[src/rtl/wdog_pkg.sv]
package wdog_pkg;
  localparam logic [1:0] ADDR_CTRL = 2'd0;
  localparam logic [1:0] ADDR_REF  = 2'd1;
  localparam logic [1:0] ADDR_CNT  = 2'd2;

  localparam int BIT_EN    = 0;
  localparam int BIT_FI    = 1;
  localparam int BIT_RSTAT = 2;
  localparam int BIT_IRQ   = 3;

  typedef struct packed {
    logic irq_pend;
    logic rst_stat;
    logic force_irq;
    logic enable;
  } wd_ctrl_t;
endpackage

[src/rtl/wdog_rst_sync.sv]
module wdog_rst_sync (
  input  logic clk,
  input  logic rst_n,
  output logic rst_sync_n
);
  logic [1:0] sync_q;

  always_ff @(posedge clk or negedge rst_n) begin
    if (!rst_n) sync_q <= 2'b00;
    else        sync_q <= {sync_q[0], 1'b1};
  end

  assign rst_sync_n = sync_q[1];
endmodule

[src/rtl/wdog_prescaler.sv]
module wdog_prescaler #(
  parameter int PRESCALE = 8
) (
  input  logic clk,
  input  logic rst_n,
  input  logic run,
  input  logic clr,
  output logic tick
);
  localparam int PS_W = (PRESCALE > 1) ? $clog2(PRESCALE) : 1;
  localparam logic [PS_W-1:0] PS_LAST = PS_W'(PRESCALE - 1);

  logic [PS_W-1:0] ps_q, ps_d;

  assign tick = run && (ps_q == PS_LAST);

  always_comb begin
    ps_d = ps_q;
    if (clr)      ps_d = '0;
    else if (run) ps_d = tick ? '0 : ps_q + PS_W'(1);
  end

  always_ff @(posedge clk or negedge rst_n) begin
    if (!rst_n) ps_q <= '0;
    else        ps_q <= ps_d;
  end
endmodule

[src/rtl/wdog_counter.sv]
module wdog_counter #(
  parameter int CNT_W = 16
) (
  input  logic             clk,
  input  logic             rst_n,
  input  logic             tick,
  input  logic             clr,
  input  logic [CNT_W-1:0] ref_val,
  output logic [CNT_W-1:0] cnt,
  output logic             hit
);
  logic [CNT_W-1:0] cnt_q, cnt_d, cnt_inc;

  assign cnt_inc = cnt_q + CNT_W'(1);
  // match is taken on the tick that brings the count to the reference
  assign hit     = tick && (cnt_inc == ref_val);
  assign cnt     = cnt_q;

  always_comb begin
    cnt_d = cnt_q;
    if (clr)       cnt_d = '0;
    else if (tick) cnt_d = cnt_inc;
  end

  always_ff @(posedge clk or negedge rst_n) begin
    if (!rst_n) cnt_q <= '0;
    else        cnt_q <= cnt_d;
  end
endmodule

[src/rtl/wdog_regs.sv]
module wdog_regs
  import wdog_pkg::*;
#(
  parameter int CNT_W = 16
) (
  input  logic             clk,
  input  logic             rst_n,
  input  logic             sw_rst,
  input  logic             reg_wr,
  input  logic [1:0]       reg_addr,
  input  logic [CNT_W-1:0] reg_wdata,
  input  logic             hit,
  input  logic [CNT_W-1:0] cnt,
  output logic             run,
  output logic [CNT_W-1:0] ref_val,
  output logic             cnt_clr,
  output logic             irq,
  output logic             rst_req,
  output logic [CNT_W-1:0] reg_rdata
);
  wd_ctrl_t         ctrl_q, ctrl_d;
  logic [CNT_W-1:0] ref_q, ref_d;
  logic             req_q, req_d;
  logic             wr_ctrl, wr_ref, wr_cnt, en_start, fire_rst, fire_irq;

  assign wr_ctrl  = reg_wr && (reg_addr == ADDR_CTRL);
  assign wr_ref   = reg_wr && (reg_addr == ADDR_REF);
  assign wr_cnt   = reg_wr && (reg_addr == ADDR_CNT);
  assign en_start = wr_ctrl && reg_wdata[BIT_EN] && !ctrl_q.enable;

  // service write and software reset both take precedence over a match
  assign fire_rst = hit && ctrl_q.enable && !ctrl_q.force_irq && !wr_cnt && !sw_rst;
  assign fire_irq = hit && ctrl_q.enable &&  ctrl_q.force_irq && !wr_cnt && !sw_rst;

  always_comb begin
    ctrl_d = ctrl_q;
    ref_d  = ref_q;
    req_d  = fire_rst;

    if (sw_rst || fire_rst) ctrl_d.enable = 1'b0;
    else if (en_start)      ctrl_d.enable = 1'b1;

    if (wr_ctrl) ctrl_d.force_irq = reg_wdata[BIT_FI];

    if (fire_rst)                               ctrl_d.rst_stat = 1'b1;
    else if (wr_ctrl && reg_wdata[BIT_RSTAT])   ctrl_d.rst_stat = 1'b0;

    if (wr_cnt || sw_rst || fire_rst) ctrl_d.irq_pend = 1'b0;
    else if (fire_irq)                ctrl_d.irq_pend = 1'b1;

    if (wr_ref) ref_d = reg_wdata;
  end

  always_ff @(posedge clk or negedge rst_n) begin
    if (!rst_n) begin
      ctrl_q <= '0;
      ref_q  <= '1;
      req_q  <= 1'b0;
    end else begin
      ctrl_q <= ctrl_d;
      ref_q  <= ref_d;
      req_q  <= req_d;
    end
  end

  assign run     = ctrl_q.enable;
  assign ref_val = ref_q;
  assign irq     = ctrl_q.irq_pend;
  assign rst_req = req_q;
  assign cnt_clr = wr_cnt || sw_rst || fire_rst || en_start;

  always_comb begin
    reg_rdata = '0;
    unique case (reg_addr)
      ADDR_CTRL: reg_rdata[3:0] = ctrl_q;
      ADDR_REF:  reg_rdata      = ref_q;
      ADDR_CNT:  reg_rdata      = cnt;
      default:   reg_rdata      = '0;
    endcase
  end
endmodule

[src/rtl/wdog_timer.sv]
module wdog_timer #(
  parameter int CNT_W    = 16,
  parameter int PRESCALE = 8
) (
  input  logic             clk,
  input  logic             rst_n,
  input  logic             sw_rst,
  input  logic             reg_wr,
  input  logic [1:0]       reg_addr,
  input  logic [CNT_W-1:0] reg_wdata,
  output logic [CNT_W-1:0] reg_rdata,
  output logic             rst_req,
  output logic             irq
);
  logic             rst_sync_n;
  logic             run_en, tick, cnt_clr, hit;
  logic [CNT_W-1:0] ref_val, cnt_val;

  wdog_rst_sync u_rst (
    .clk        (clk),
    .rst_n      (rst_n),
    .rst_sync_n (rst_sync_n)
  );

  wdog_prescaler #(.PRESCALE(PRESCALE)) u_ps (
    .clk   (clk),
    .rst_n (rst_sync_n),
    .run   (run_en),
    .clr   (cnt_clr),
    .tick  (tick)
  );

  wdog_counter #(.CNT_W(CNT_W)) u_cnt (
    .clk     (clk),
    .rst_n   (rst_sync_n),
    .tick    (tick),
    .clr     (cnt_clr),
    .ref_val (ref_val),
    .cnt     (cnt_val),
    .hit     (hit)
  );

  wdog_regs #(.CNT_W(CNT_W)) u_regs (
    .clk       (clk),
    .rst_n     (rst_sync_n),
    .sw_rst    (sw_rst),
    .reg_wr    (reg_wr),
    .reg_addr  (reg_addr),
    .reg_wdata (reg_wdata),
    .hit       (hit),
    .cnt       (cnt_val),
    .run       (run_en),
    .ref_val   (ref_val),
    .cnt_clr   (cnt_clr),
    .irq       (irq),
    .rst_req   (rst_req),
    .reg_rdata (reg_rdata)
  );
endmodule

[config.mk]
export PLATFORM = sky130hd
export DESIGN_NAME = wdog_timer
export DESIGN_NICKNAME = d
export VERILOG_FILES = /design/src/rtl/wdog_pkg.sv /design/src/rtl/wdog_rst_sync.sv /design/src/rtl/wdog_prescaler.sv /design/src/rtl/wdog_counter.sv /design/src/rtl/wdog_regs.sv /design/src/rtl/wdog_timer.sv
export SDC_FILE = /design/constraint.sdc
export NUM_CORES = 1
export LEC_CHECK = 0
export BUFFER_PORTS_ARGS = -buffer_cell sky130_fd_sc_hd__clkbuf_2
export CORE_MARGIN = 4
export CORE_UTILIZATION = 40
export DETAILED_ROUTE_END_ITERATION = 8
export SLEW_MARGIN = 20
export SYNTH_ARGS = -nofsm -noshare
export SYNTH_HDL_FRONTEND = slang
export SYNTH_SLANG_ARGS = --single-unit
export TNS_END_PERCENT = 5
[constraint.sdc]
create_clock -name clk -period 1.53 [get_ports clk]
set_clock_uncertainty 0.15 [all_clocks]
set_input_delay 0.306 -clock clk [delete_from_list [all_inputs] [get_ports clk]]
set_output_delay 0.306 -clock clk [all_outputs]
set_load 0.01 [all_outputs]
# ---- Yosys cells after proc, flatten, opt, wreduce, memory -nomap -nowiden
# Cells that the tools add are included.
dict set report totals {
  register_bits 42
  in_bits 22
  output_inout_bits 18
  elab_cells 57
}
dict set report classes {
  n_addsub 2
  eq_ne 4
  mux 13
  n_reduce_logical 29
}
# cell count
set op_table {}
lappend op_table {{16-bit 2-to-1 mux} 2}
lappend op_table {{12-bit case mux with 2 select lines} 1}
lappend op_table {{16-bit by 1-bit adder with 16-bit output, second input constant} 1}
lappend op_table {{16-bit equality test} 1}
lappend op_table {{1-bit logical AND} 15}
lappend op_table {{4-bit case mux with 3 select lines} 1}
lappend op_table {{2-bit nonzero test} 5}
lappend op_table {{3-bit 2-to-1 mux} 3}
lappend op_table {{1-bit 2-to-1 mux} 6}
lappend op_table {{1-bit zero test} 4}
lappend op_table {{1-bit logical OR} 4}
lappend op_table {{3-bit by 1-bit adder with 3-bit output, second input constant} 1}
lappend op_table {{3-bit equality test, second input constant} 1}
lappend op_table {{2-bit by 1-bit equality test with 1-bit output, second input constant} 1}
lappend op_table {{2-bit equality test, second input constant} 1}
lappend op_table {{2-bit zero test} 1}

# ---- Logic depth before layout (Yosys ltp)
# Gate-level depths: netlist of run 1.
dict set report logic_depth {
  ltp_word 10
  mapped_depth 10
  mapped_depth_nobuf 9
}

# ---- Hierarchy
# A second synthesis of run 1 with hierarchy kept.
dict set report unflattened {
  hier_cells 270
  area_unflattened_um2 2772.7
}
# module n_inst cells_each area_per_inst_um2 seq_area_each_um2
set modules_own_cells {}
lappend modules_own_cells {wdog_counter 1 153 1307.5 400.4}
lappend modules_own_cells {wdog_regs 1 100 1251.2 545.5}
lappend modules_own_cells {wdog_prescaler 1 14 160.2 75.1}
lappend modules_own_cells {wdog_rst_sync 1 3 53.8 50.0}

# ---- Worst setup path after synthesis of run 1
# Ideal clock, no wire load.
dict set report synth_timing {
  kind {flip-flop to flip-flop}
  from {register u_cnt.cnt_q[0] (netlist: u_cnt.cnt[0])}
  to {register u_cnt.cnt_q[11] (netlist: u_cnt.cnt[11])}
  setup_time_ns 0.119
  arrival_ns 2.564
  required_time_ns 1.261
  slack_ns -1.303
  stages_incl_launch_ff 10
  cell_sequence {dfrtp_1 ha_1 nand3_1 nor4_1 nor3_1 or4_1 a211o_1 o311ai_4 buf_6 nor2_1}
}
dict set report synth_via {
  elab_chain_cells 10
}
# element line_no
set synth_rtl {}
lappend synth_rtl {{start: declaration} wdog_counter.sv:12} ;# logic [CNT_W-1:0] cnt_q, cnt_d, cnt_inc;
lappend synth_rtl {{start signal: assignment} wdog_counter.sv:27} ;# else cnt_q <= cnt_d;
lappend synth_rtl {{16-bit by 1-bit adder with 16-bit output (*)} wdog_counter.sv:14} ;# assign cnt_inc = cnt_q + CNT_W'(1);
lappend synth_rtl {{16-bit equality test} wdog_counter.sv:16} ;# assign hit = tick && (cnt_inc == ref_val);
lappend synth_rtl {{1-bit logical AND} wdog_counter.sv:16}
lappend synth_rtl {{1-bit logical AND (4 in a row)} wdog_regs.sv:32} ;# assign fire_rst = hit && ctrl_q.enable && !ctrl_q.force_irq && !wr_cnt && !sw_rst;
lappend synth_rtl {{1-bit logical OR (2 in a row)} wdog_regs.sv:70} ;# assign cnt_clr = wr_cnt || sw_rst || fire_rst || en_start;
lappend synth_rtl {{16-bit 2-to-1 mux or 2-bit nonzero test (tied branches)} --}
# Every way passes the cells marked *; elsewhere a longest branch is shown, timed or not. The select of a mux whose other input is x is not followed.
# A chain may end at the register's enable or synchronous reset.

# ---- Final worst setup path of run 1
dict set report layout_timing {
  from {register u_cnt.cnt_q[1] (netlist: u_cnt.cnt[1])}
  to {register u_cnt.cnt_q[8] (netlist: u_cnt.cnt[8])}
}
# Same word-level chain as after synthesis.

==> results of run 1 <==
[cell families after synthesis]
group           synth area share (%)
simple gates                    22.0
compound gates                  13.5
flops                           39.9
xor+xnor                        9.15
buf+inv                         4.48
mux                             7.51
fa+ha+maj                       3.27
other cells                    0.140
[synthesized netlist by cell type, types with 2 or more instances]
cell and count:
a21oi_1 6, a222oi_1 4, a22oi_1 14, a31oi_1 2
and3_1 4, buf_2 5, buf_6 3, clkbuf_1 9
dfrtp_1 26, dfstp_2 16, ha_1 7, inv_1 3
mux2_2 17, nand2_1 13, nand2b_1 6, nand3_1 10
nand4_1 6, nand4b_1 2, nor2_1 32, nor2b_1 18
nor3_1 9, nor4_1 4, o21a_1 2, o21ai_0 4
o311ai_0 2, xnor2_1 19, xor2_1 9
[sequential cells by signal (all words and copies together) (netlist names)]
register        count
u_regs.irq          1
u_ps.ps_q           3
u_regs.rst_req      1
u_regs.run          1
u_cnt.cnt          16
u_regs.ref_val     16
u_regs.ctrl_q       2
u_rst.sync_q        2
[power by group]
group          switching (W)  total (W)  internal [W]
Clock               0.000392   0.000873      0.000481
Combinational       0.000321   0.000764      0.000443
Sequential         0.0000921    0.00135       0.00126
Total               0.000806    0.00299       0.00219
[metal layers]
metal | share of wire (%) | wire length [um]
met4 | 2.1 | 155
met1 | 45 | 3380
met3 | 4.5 | 337
met5 | 0 | 0
met2 | 48 | 3620
[stage by stage]
step	setup slack [ns]	utilization [%]	hold WS, ns
floorplan	-1.10	-	-0.140
global placement	-1.09	55.7	-0.0580
detailed placement	-1.19	55.7	-0.0573
CTS	-1.12	60.4	0.0185
global route	-1.23	61.3	0.0301
finish	-1.12	61.3	0.0286
[path summary, 6_finish.rpt]
path / slack [ns] / endpoint / cells past startpoint / startpoint
worst min-delay path: 0.03 / u_regs.run$_DFFE_PN0P_ / 2 / sw_rst
worst min register to register: 0.09 / u_regs.ctrl_q[2]$_DFFE_PN0P_ / 1 / u_rst.sync_q[1]$_DFF_PN0_
worst max register to register: -1.12 / u_cnt.cnt[8]$_DFFE_PN0P_ / 9 / u_cnt.cnt[1]$_DFFE_PN0P_
max in group asynchronous: 0.87 / u_regs.ref_val[6]$_DFFE_PN1P_ / 1 / u_rst.sync_q[1]$_DFF_PN0_
worst max-delay path: -1.12 / u_cnt.cnt[8]$_DFFE_PN0P_ / 9 / u_cnt.cnt[1]$_DFFE_PN0P_
min in group asynchronous: 0.09 / u_regs.ctrl_q[2]$_DFFE_PN0P_ / 1 / u_rst.sync_q[1]$_DFF_PN0_
[critical path, cell delays in order, from the launching register on]
cell	delay, ns
dfrtp_1	0.41
ha_4	0.25
xor2_1	0.14
a221oi_1	0.21
nand4b_1	0.10
or4_1	0.41
a211o_1	0.34
o311ai_4	0.27
buf_4	0.21
nor2_1	0.06
[what timing repair did]
item                       CTS  global route
setup buffers                2             0
hold endpoints to repair     2             0
gates cloned                 0             0
gates resized for setup     39            16
hold buffers                 1             0
pin swaps                   12             0
setup endpoints to repair   39            39
[cell type report]
cell class | count | area, sq um | share of cell area [%]
clock buffers | 5 | 68.8 | 1.75
inverters | 3 | 11.3 | 0.286
multi-input cells | 213 | 1660 | 42.1
clock inverters | 3 | 40.0 | 1.02
repair buffers | 129 | 990 | 25.1
well taps | 77 | 96.3 | 2.45
flip-flops and latches | 42 | 1070 | 27.3
==> summary.txt, run 1 <==
Setup path
  • Arrival time of the worst setup path: 2.70 ns
  • Crit Path Category: flop to flop
  • CP Capture Type: flop
  • Setup crit start kind: flop
  • Required @ worst endpoint: 1.57 ns
  • Crit path max fanout: 6

Layout
  • Final nets: 423
  • # diodes: 0
  • Non-Filler Instances: 472
  • Layout Cell Area excl Fill: 0.00394 sq mm
  • Synth-to-Final Area Change: 46.9%
  • Highest-count cells in the layout ignoring fill and taps: 65 x buf_4, 34 x clkbuf_2, 32 x nor2_1
  • Layout cell share with drive strength beyond 1: 50.9%
  • # fillers: 560
  • Commonest non-fill, non-tap cell in the layout: buf_4

Floorplanning
  • CORE AREA: 0.00642 sq mm
  • Row cnt: 29
  • Die X: 89.9 um
  • Die H: 89.9 um
  • Initial Utilization: 41.7%
  • Top-Level Pins: 40
  • Die area: 0.00808 sq mm

Synthesis
  • Post-synth top area share: 24.3%
  • Netlist Area Pre-Place: 0.00268 sq mm
  • Seq cells post-synth: 42
  • Main synth FF type: dfrtp_1
  • Post-synth cell types: 53
  • Post-Syn Nets: 307
  • Top cells by area, synth: dfrtp_1 24%, dfstp_2 16%, mux2_2 7.1%
  • Yosys top cell by area: dfrtp_1
  • Syn. warnings: 0
  • Post-Syn Instances: 278
  • Mean Syn Cell Area: 9.65 sq um
  • Ys async rst share: 100%
  • Register area share after synthesis: 39.9%
  • Number of synthesized flops with an enable pin: 0

Global route
  • Antenna violations before repair: 0
  • Largest net degree at the start of global routing: 41
  • Global-route wire length before repair: 12.8 mm
  • GR Util met3: 2.84%
  • Congestion Overflow GR: 0
  • Gr usage total: 19.1%
  • Number of global-route vias before repair: 2654
  • Met2 global-route usage: 31.3%
  • M1 GR Usage: 25.6%
  • Busiest grt layer: met2

Power and ir drop
  • Leak Pwr: 1.71 nW
  • PnR Total Power: 0.00299 W
  • Power density over the cells: 760 mW/mm^2
  • Peak supply drop: 0.563 mV

Routing
  • Initial drt markers: 116
  • Via Count: 2531
  • # DRC: 0
  • DRT Wirelength: 7.49 mm
  • Routed wire per std cell: 15.9 um
  • Post-route ant nets: 0
  • Via/cell ratio: 5.36
  • DR pass1 iterations: 7

Clock tree
  • Clk Latency, worst-skew pair: 0.30 ns
  • Num CTS Buffers: 5
  • Bufs on Longest Clock Path: 2
  • Clock Pin Slew Worst Setup and Hold Paths: 0.08 ns
  • CTS H-tree lvls: 2
  • CTS tree: done
  • Clock sinks: 42
  • Clock Tree Root: clkbuf_8

Place
  • Count of input and output buffers: 39
  • DP HPWL: 5.73 mm
  • Final Wtd Congestion: 0.904
  • Placed instance area: 0.00358 sq mm
  • Placed insts: 461

Status
  • Violated checks: setup timing
  • Status: complete, but fails checks

STA
  • Final Hold Viols: 0
  • Setup ws final: -1.12 ns
  • Final min period: 2.65 ns
  • Final setup viols: 36
  • FMAX: 0.377 GHz
  • Pins over their slew limit: 0
  • Setup TNS: -25.35 ns
  • Period utilization: 173%
  • RSZ-0062 raised after global routing: yes

Job
  • Total of max-cap violations: 0

Min path
  • Worst hold path class: input port to flop
Power figures use the tool's default switching activity.
==> inputs of run 2 (changes only) <==
Settings changed: ABC_AREA set to 1.
==> run 2 against run 1 <==
  * The flow still finishes with violations (setup timing)
  * Final area rose by 13%
  * Count of clock-buffer cells in the layout stayed put
  * Via count grew 35%
  * Combinational power is 6.8% higher
  * Die area is 10% higher
  * Critical endpoint is now u_cnt.cnt[2]$_DFFE_PN0P_
==> summary.txt, run 2 <==
Synthesis
  • Main synth FF type: dfrtp_1
  • Number of synthesized flops with an enable pin: 0 (unchanged)
  • Post-synthesis adder-cell area fraction: 2.93% (-0.34 points)
  • Post-Syn Instances: 440 (+58%)
  • Syn. warnings: 0 (unchanged)
  • Ys async rst share: 100% (unchanged)
  • Post-synth cell types: 32 (-40%)
  • Xor/xnor share of the synthesized area: 0.586% (-8.6 points)
  • Post-Syn Nets: 469 (+53%)
  • Complex-gate fraction of the synthesized area: 8.41% (-5.1 points)
  • Most frequent cells after synthesis: 120 x nand2_1, 60 x nand3_1, 52 x inv_1, 35 x nor2_1, 26 x dfrtp_1
  • Most common cell in the netlist: nand2_1
  • Netlist Area Pre-Place: 0.00299 sq mm (+11%)
  • Mux share of post-synthesis cell area: 0.712% (-6.8 points)
  • Seq cells post-synth: 42 (unchanged)
  • Synth Area in Simple Gates: 41.7% (+20 points)
  • Yosys top cell by area: dfrtp_1
  • Register area share after synthesis: 35.8% (-4.1 points)
  • Top cells by area, synth: dfrtp_1 22%, nand2_1 15%, dfstp_2 14%
  • Post-synth top area share: 21.8% (-2.5 points)
  • Mean Syn Cell Area: 6.79 sq um (-30%)
  • Largest family of logic cells by synthesized area: simple AND/OR/NAND/NOR gates

Clock tree
  • Clock Pin Slew Worst Setup and Hold Paths: 0.09 ns (about the same)
  • Num CTS Buffers: 5 (unchanged)
  • Clock sinks: 42 (unchanged)
  • CTS H-tree lvls: 2 (unchanged)
  • Clk Latency, worst-skew pair: 0.31 ns (about the same)
  • Clock Tree Root: clkbuf_8
  • CTS tree: done
  • Bufs on Longest Clock Path: 2 (unchanged)

Routing
  • Routed wire per std cell: 13.7 um (-14%)
  • # DRC: 0 (unchanged)
  • Initial drt markers: 154 (+33%)
  • Via/cell ratio: 4.98 (-7.1%)
  • Post-route ant nets: 0 (unchanged)
  • DRT Wirelength: 9.38 mm (+25%)
  • Via Count: 3406 (+35%)
  • DR pass1 iterations: 4 (-3)

Status
  • Violated checks: setup timing
  • Status: complete, but fails checks

STA
  • Final min period: 2.37 ns (-0.286 ns)
  • Period utilization: 155% (-19 points)
  • Worst Hold Margin: 0.0243 ns (-0.00426 ns)
  • RSZ-0062 raised after global routing: yes
  • Pins over their slew limit: 0 (unchanged)
  • FMAX: 0.422 GHz (+12%)
  • Setup ws final: -0.838 ns (+0.286 ns)
  • Final Hold Viols: 0 (unchanged)
  • Final setup viols: 39 (+8.3%)

Global route
  • Gr usage total: 21.9% (+2.8 points)
  • Global-route wire length before repair: 15.2 mm (+19%)
  • Number of global-route vias before repair: 3271 (+23%)
  • Largest net degree at the start of global routing: 41 (unchanged)
  • Congestion Overflow GR: 0 (unchanged)
  • Antenna violations before repair: 0 (unchanged)

Setup path
  • Slowest stage cell, crit path: dfrtp_1
  • Reg2reg end: u_cnt.cnt[2]$_DFFE_PN0P_
  • Worst path bufs/invs: 3 (+2)
  • Crit Path Category: flop to flop
  • Flop2flop setup slack: -0.84 ns (+0.29 ns)
  • Crit path max fanout: 16 (+10)
  • Critical Path, Cell by Cell: buf_4, nand3_2, nor2_1, buf_4, nand4_1, nand3_1, nand2_1, nor2_2, nand3_1, nor2_2, nand2_2, nand3_4, nor2_4, inv_8, nor2_1
  • CP Capture Type: flop
  • Arrival time of the worst setup path: 2.41 ns (-0.29 ns)
  • CP top delay family: simple AND/OR/NAND/NOR gates
  • Required @ worst endpoint: 1.57 ns (about the same)
  • Setup crit start kind: flop
  • Critical R2R Launch: u_cnt.cnt[0]$_DFFE_PN0P_
  • CP max stage delay: 0.41 ns (about the same)
  • Worst r2r path cells: 15 (+6)

Min path
  • Hold Crit Depth: 2 (unchanged)
  • Worst Hold Endpoint: u_regs.rst_req$_DFF_PN0_
  • Worst Min Path Start: sw_rst
  • Worst hold path class: input port to flop

Layout
  • Highest-count cells in the layout ignoring fill and taps: 102 x nand2_1, 88 x buf_4, 54 x nand3_1
  • # diodes: 0 (unchanged)
  • Layout cell share with drive strength beyond 1: 43.1% (-7.8 points)
  • Synth-to-Final Area Change: 49.5%
  • # fillers: 673 (+20%)
  • Commonest non-fill, non-tap cell in the layout: nand2_1
  • Final nets: 613 (+45%)

Floorplanning
  • Die area: 0.00892 sq mm (+10%)
  • CORE AREA: 0.00725 sq mm (+13%)
  • Die H: 94.4 um (+5.1%)
  • Row cnt: 31 (+6.9%)
  • Die X: 94.4 um (+5.1%)
  • Initial Utilization: 41.2% (-0.54 points)
  • Top-Level Pins: 40 (unchanged)

Place
  • DP HPWL: 7.16 mm (+25%)
  • Final Wtd Congestion: 0.935 (+3.4%)
  • Count of input and output buffers: 39 (unchanged)

Power and ir drop
  • Leak Pwr: 2.23 nW (+31%)
  • Power density over the cells: 644 mW/mm^2 (-15%)
  • PnR Total Power: 0.00288 W (-3.8%)
  • Peak supply drop: 0.351 mV (-38%)

Job
  • Total of max-cap violations: 0 (unchanged)
run 2: power by group:
part	switching, W	leakage, nW	internal (W)	total, W
clock	0.000448	0.0441	0.000322	0.000770
sequential	0.0000552	0.519	0.00124	0.00129
combinational	0.000385	1.67	0.000431	0.000816
run 2: through the flow:
| stage | cells | TNS, ns | setup WS [ns] | util (%) | area, sq um |
|---|---|---|---|---|---|
| 6_report | 684 | -21.37 | -0.838 | 61.6 | 4470 |
| 5_1_grt | 684 | -26.26 | -1.01 | 61.6 | 4470 |
| 3_3_place_gp | 669 | -23.52 | -0.936 | 56.5 | 4100 |
| 4_1_cts | 682 | -20.85 | -0.795 | 60.8 | 4410 |
| 2_1_floorplan | 440 | -16.15 | -0.693 | - | 3010 |
| 3_5_place_dp | 669 | -26.20 | -1.02 | 56.5 | 4100 |
run 2: layout make-up:
| type | instances | area (sq um) | share of cell area (%) |
|---|---|---|---|
| clock inverters | 3 | 21.3 | 0.476 |
| repair buffers | 151 | 1160 | 26.0 |
| well taps | 99 | 124 | 2.77 |
| flip-flops and latches | 42 | 1080 | 24.1 |
| multi-input cells | 328 | 1800 | 40.3 |
| inverters | 56 | 218 | 4.87 |
| clock buffers | 5 | 68.8 | 1.54 |
run 2: per-layer routing:
| metal | wire length [um] | global-route usage, % | up-vias |
|---|---|---|---|
| li1 | - | - | 1705 |
| met1 | 3920 | 26.9 | 1590 |
| met2 | 4850 | 40.1 | 92 |
| met3 | 402 | 2.95 | 19 |
| met4 | 207 | 5.42 | 0 |
| met5 | 0 | 0 | - |
run 2: timing repair:
item | in CTS | in global routing
setup buffers | 4 | 1
hold buffers | 1 | 0
cloned | 0 | 1
setup endpoints to repair | 39 | 39
endpoints found under the hold margin | 2 | 0
gates resized for setup | 53 | 26
pin swaps | 19 | 2
run 2: kinds of logic (layout without fill, tap and decap cells):
kind of cell | after synthesis | in the layout
other | 1 | 1
adders and majority gates | 7 | 7
and+or+nand+nor | 266 | 267
AOI/OAI and AO/OA | 49 | 49
muxes | 2 | 2
buffers and inverters | 71 | 215
DFF | 42 | 42
xor gates and xnor gates | 2 | 2
run 2: how the worst max path moves through the flow:
| stage | to | from | cells past startpoint | slack (ns) |
|---|---|---|---|---|
| 2_1_floorplan | u_cnt.cnt[9]$_DFFE_PN0P_ | u_cnt.cnt[1]$_DFFE_PN0P_ | 15 | -0.69 |
| 3_3_place_gp | u_cnt.cnt[1]$_DFFE_PN0P_ | u_cnt.cnt[1]$_DFFE_PN0P_ | 14 | -0.94 |
| 3_5_place_dp | u_cnt.cnt[0]$_DFFE_PN0P_ | u_cnt.cnt[0]$_DFFE_PN0P_ | 14 | -1.02 |
| 4_1_cts | u_cnt.cnt[2]$_DFFE_PN0P_ | u_cnt.cnt[0]$_DFFE_PN0P_ | 16 | -0.80 |
| 5_1_grt | u_cnt.cnt[2]$_DFFE_PN0P_ | u_ps.ps_q[0]$_DFFE_PN0P_ | 15 | -1.01 |
| 6_report | u_cnt.cnt[2]$_DFFE_PN0P_ | u_cnt.cnt[0]$_DFFE_PN0P_ | 15 | -0.84 |
==> inputs of run 3 (changes only) <==
--- a/constraint.sdc
+++ b/constraint.sdc
@@ -3,3 +3,3 @@
 set_input_delay 0.306 -clock clk [delete_from_list [all_inputs] [get_ports clk]]
 set_output_delay 0.306 -clock clk [all_outputs]
-set_load 0.01 [all_outputs]
+set_load 0.05 [all_outputs]
==> run 3 against run 2 <==
  * The run still ends with setup timing left
  * Via count up 0.38%
  * Critical path depth up 1
  * Sequential share of layout area down 1.3 points
  * First-iteration DRC count up 36%
  * Flip-flop and latch count unchanged
  * Setup slack worse by 0.10 ns
  * Final area up 5.4%
  * Register-to-register slack worse by 0.10 ns
  * Worst hold slack better by 0.0087 ns
  * Fmax down 4.2%
==> summary.txt, run 3 (same netlist as run 2, synthesis figures left out) <==
Status
  • Status: complete, but fails checks
  • Violated checks: setup timing

STA
  • Setup TNS: -25.38 ns (-4.01 ns)
  • Final setup viols: 39 (unchanged)
  • Period utilization: 161% (+6.7 points)
  • Final Hold Viols: 0 (unchanged)
  • Final min period: 2.47 ns (+0.103 ns)
  • Pins over their slew limit: 0 (unchanged)
  • FMAX: 0.405 GHz (-4.2%)
  • Setup ws final: -0.941 ns (-0.103 ns)
  • RSZ-0062 raised after global routing: yes

Setup path
  • Crit Path Category: flop to flop
  • CP max stage delay: 0.38 ns (-0.03 ns)
  • CP Capture Type: flop
  • Arrival time of the worst setup path: 2.52 ns (+0.11 ns)
  • Setup crit start kind: flop
  • Slowest stage cell, crit path: dfrtp_1
  • Worst r2r path cells: 16 (+1)
  • Critical Path, Cell by Cell: ha_2, ha_4, nand2_2, a21oi_1, o21ai_1, nor2_2, nand2_1, nor3_2, nand3_1, nor2_2, nand2_2, nand3_4, nor2_4, buf_6, inv_8, nor2_1
  • Required @ worst endpoint: 1.58 ns (about the same)
  • Crit path max fanout: 8 (-8)

Global route
  • Global-route wire length before repair: 15.7 mm (+3.4%)
  • Congestion Overflow GR: 0 (unchanged)
  • Largest net degree at the start of global routing: 41 (unchanged)
  • Number of global-route vias before repair: 3453 (+5.6%)
  • Gr usage total: 22.2% (+0.36 points)
  • Antenna violations before repair: 0 (unchanged)

Floorplanning
  • Top-Level Pins: 40 (unchanged)
  • Row cnt: 31 (unchanged)
  • Initial Utilization: 41.2% (unchanged)
  • CORE AREA: 0.00725 sq mm (unchanged)
  • Die area: 0.00892 sq mm (unchanged)
  • Die H: 94.4 um (unchanged)
  • Die X: 94.4 um (unchanged)

Routing
  • Via Count: 3419 (+0.38%)
  • Post-route ant nets: 0 (unchanged)
  • DR pass1 iterations: 4 (unchanged)
  • # DRC: 0 (unchanged)
  • Via/cell ratio: 4.94 (-0.78%)
  • Routed wire per std cell: 13.5 um (-1.6%)
  • DRT Wirelength: 9.33 mm (-0.47%)
  • Initial drt markers: 210 (+36%)

Layout
  • Synth-to-Final Area Change: 57.6%
  • # fillers: 633 (-5.9%)
  • Highest-count cells in the layout ignoring fill and taps: 111 x nand2_1, 107 x buf_4, 54 x nand3_1
  • # diodes: 0 (unchanged)
  • Commonest non-fill, non-tap cell in the layout: nand2_1
  • Multi-input gate area: 0.00182 sq mm (+1.1%)
  • Final nets: 621 (+1.3%)
  • Layout cell share with drive strength beyond 1: 43.5% (+0.43 points)
  • Storage element area: 0.00107 sq mm (-0.23%)
  • Core Util, Final: 64.9% (+3.3 points)

Min path
  • Worst hold path class: input port to flop
  • Hold Crit Depth: 2 (unchanged)

Clock tree
  • Clock Tree Root: clkbuf_8
  • Clock Pin Slew Worst Setup and Hold Paths: 0.09 ns (about the same)
  • Clk Latency, worst-skew pair: 0.31 ns (about the same)
  • Clock sinks: 42 (unchanged)
  • Bufs on Longest Clock Path: 2 (unchanged)
  • CTS tree: done
  • CTS H-tree lvls: 2 (unchanged)
  • Num CTS Buffers: 5 (unchanged)

Place
  • DP HPWL: 7.04 mm (-1.7%)
  • Count of input and output buffers: 39 (unchanged)
  • Final Wtd Congestion: 0.950 (+1.6%)

Job
  • Total of max-cap violations: 0 (unchanged)

Power and ir drop
  • Leak Pwr: 2.28 nW (+2.2%)
  • PnR Total Power: 0.00303 W (+5.4%)
  • Peak supply drop: 0.434 mV (+24%)
  • Power density over the cells: 644 mW/mm^2 (about the same)
==> run 3: changes by cell type in the layout (fill, tap and decap cells not counted), sizes merged <==
cell | previous run | this run
buf | 125 | 134
clkbuf | 30 | 28
inv | 55 | 57
clkinv | 3 | 2
==> run 3: what timing repair did <==
item | in CTS | in global routing
endpoints found under the hold margin | 2 | 0
setup endpoints to repair | 39 | 39
setup buffers | 6 | 1
pin swaps | 18 | 4
hold buffers | 1 | 0
cloned | 2 | 0
gates resized for setup | 44 | 17
==> run 3: through the flow <==
stage                     cell area (sq um)  hold WS [ns]  std cells  setup slack (ns)
after floorplan                        3050        -0.140        440            -0.693
after global placement                 4330       -0.0584        674            -0.877
after detailed placement               4330       -0.0559        674            -0.985
after CTS                              4670        0.0299        691            -0.849
after global routing                   4710        0.0329        692             -1.08
final                                  4710        0.0330        692            -0.941
==> run 3: report_power, final <==
group | switching, W | leakage [nW] | internal (W)
Sequential | 0.0000479 | 0.522 | 0.00124
Clock | 0.000469 | 0.0447 | 0.000331
Combinational | 0.000473 | 1.71 | 0.000477
Total | 0.000990 | 2.28 | 0.00204
==> run 3: area by class of cell <==
cell class	instances	area share, %
repair buffers	158	29.1
inverters	56	4.62
flip-flops and latches	42	22.8
well taps	99	2.63
repair inverters	1	0.239
clock buffers	5	1.46
clock inverters	3	0.531
multi-input cells	328	38.6
==> run 3: worst max-delay path: cells and delay by family, from the launching register on <==
kind / cells / cell delay (ns)
buffers and inverters: 2 / 0.21
AND/OR/NAND/NOR: 10 / 1.09
flip-flops: 1 / 0.38
adder cells (fa/ha/maj): 2 / 0.33
AO/OA/AOI/OAI: 2 / 0.20
==> run 3: final timing paths <==
path,from,to,slack [ns]
max reg2reg,u_ps.ps_q[1]$_DFFE_PN0P_,u_cnt.cnt[15]$_DFFE_PN0P_,-0.94
min reg2reg,u_rst.sync_q[1]$_DFF_PN0_,u_cnt.cnt[11]$_DFFE_PN0P_,0.10
max in group asynchronous,u_rst.sync_q[1]$_DFF_PN0_,u_regs.ref_val[4]$_DFFE_PN1P_,0.86
max,u_ps.ps_q[1]$_DFFE_PN0P_,u_cnt.cnt[15]$_DFFE_PN0P_,-0.94
min,sw_rst,u_regs.rst_req$_DFF_PN0_,0.03
min in group asynchronous,u_rst.sync_q[1]$_DFF_PN0_,u_cnt.cnt[11]$_DFFE_PN0P_,0.10
==> run 3: metal layers <==
| layer | GRT usage [%] | routed length [um] | up-vias |
|---|---|---|---|
| li1 | - | - | 1720 |
| met3 | 3.59 | 362 | 20 |
| met2 | 39.4 | 4700 | 89 |
| met1 | 27.6 | 4040 | 1590 |
| met5 | 0 | 0 | - |
| met4 | 6.98 | 222 | 0 |
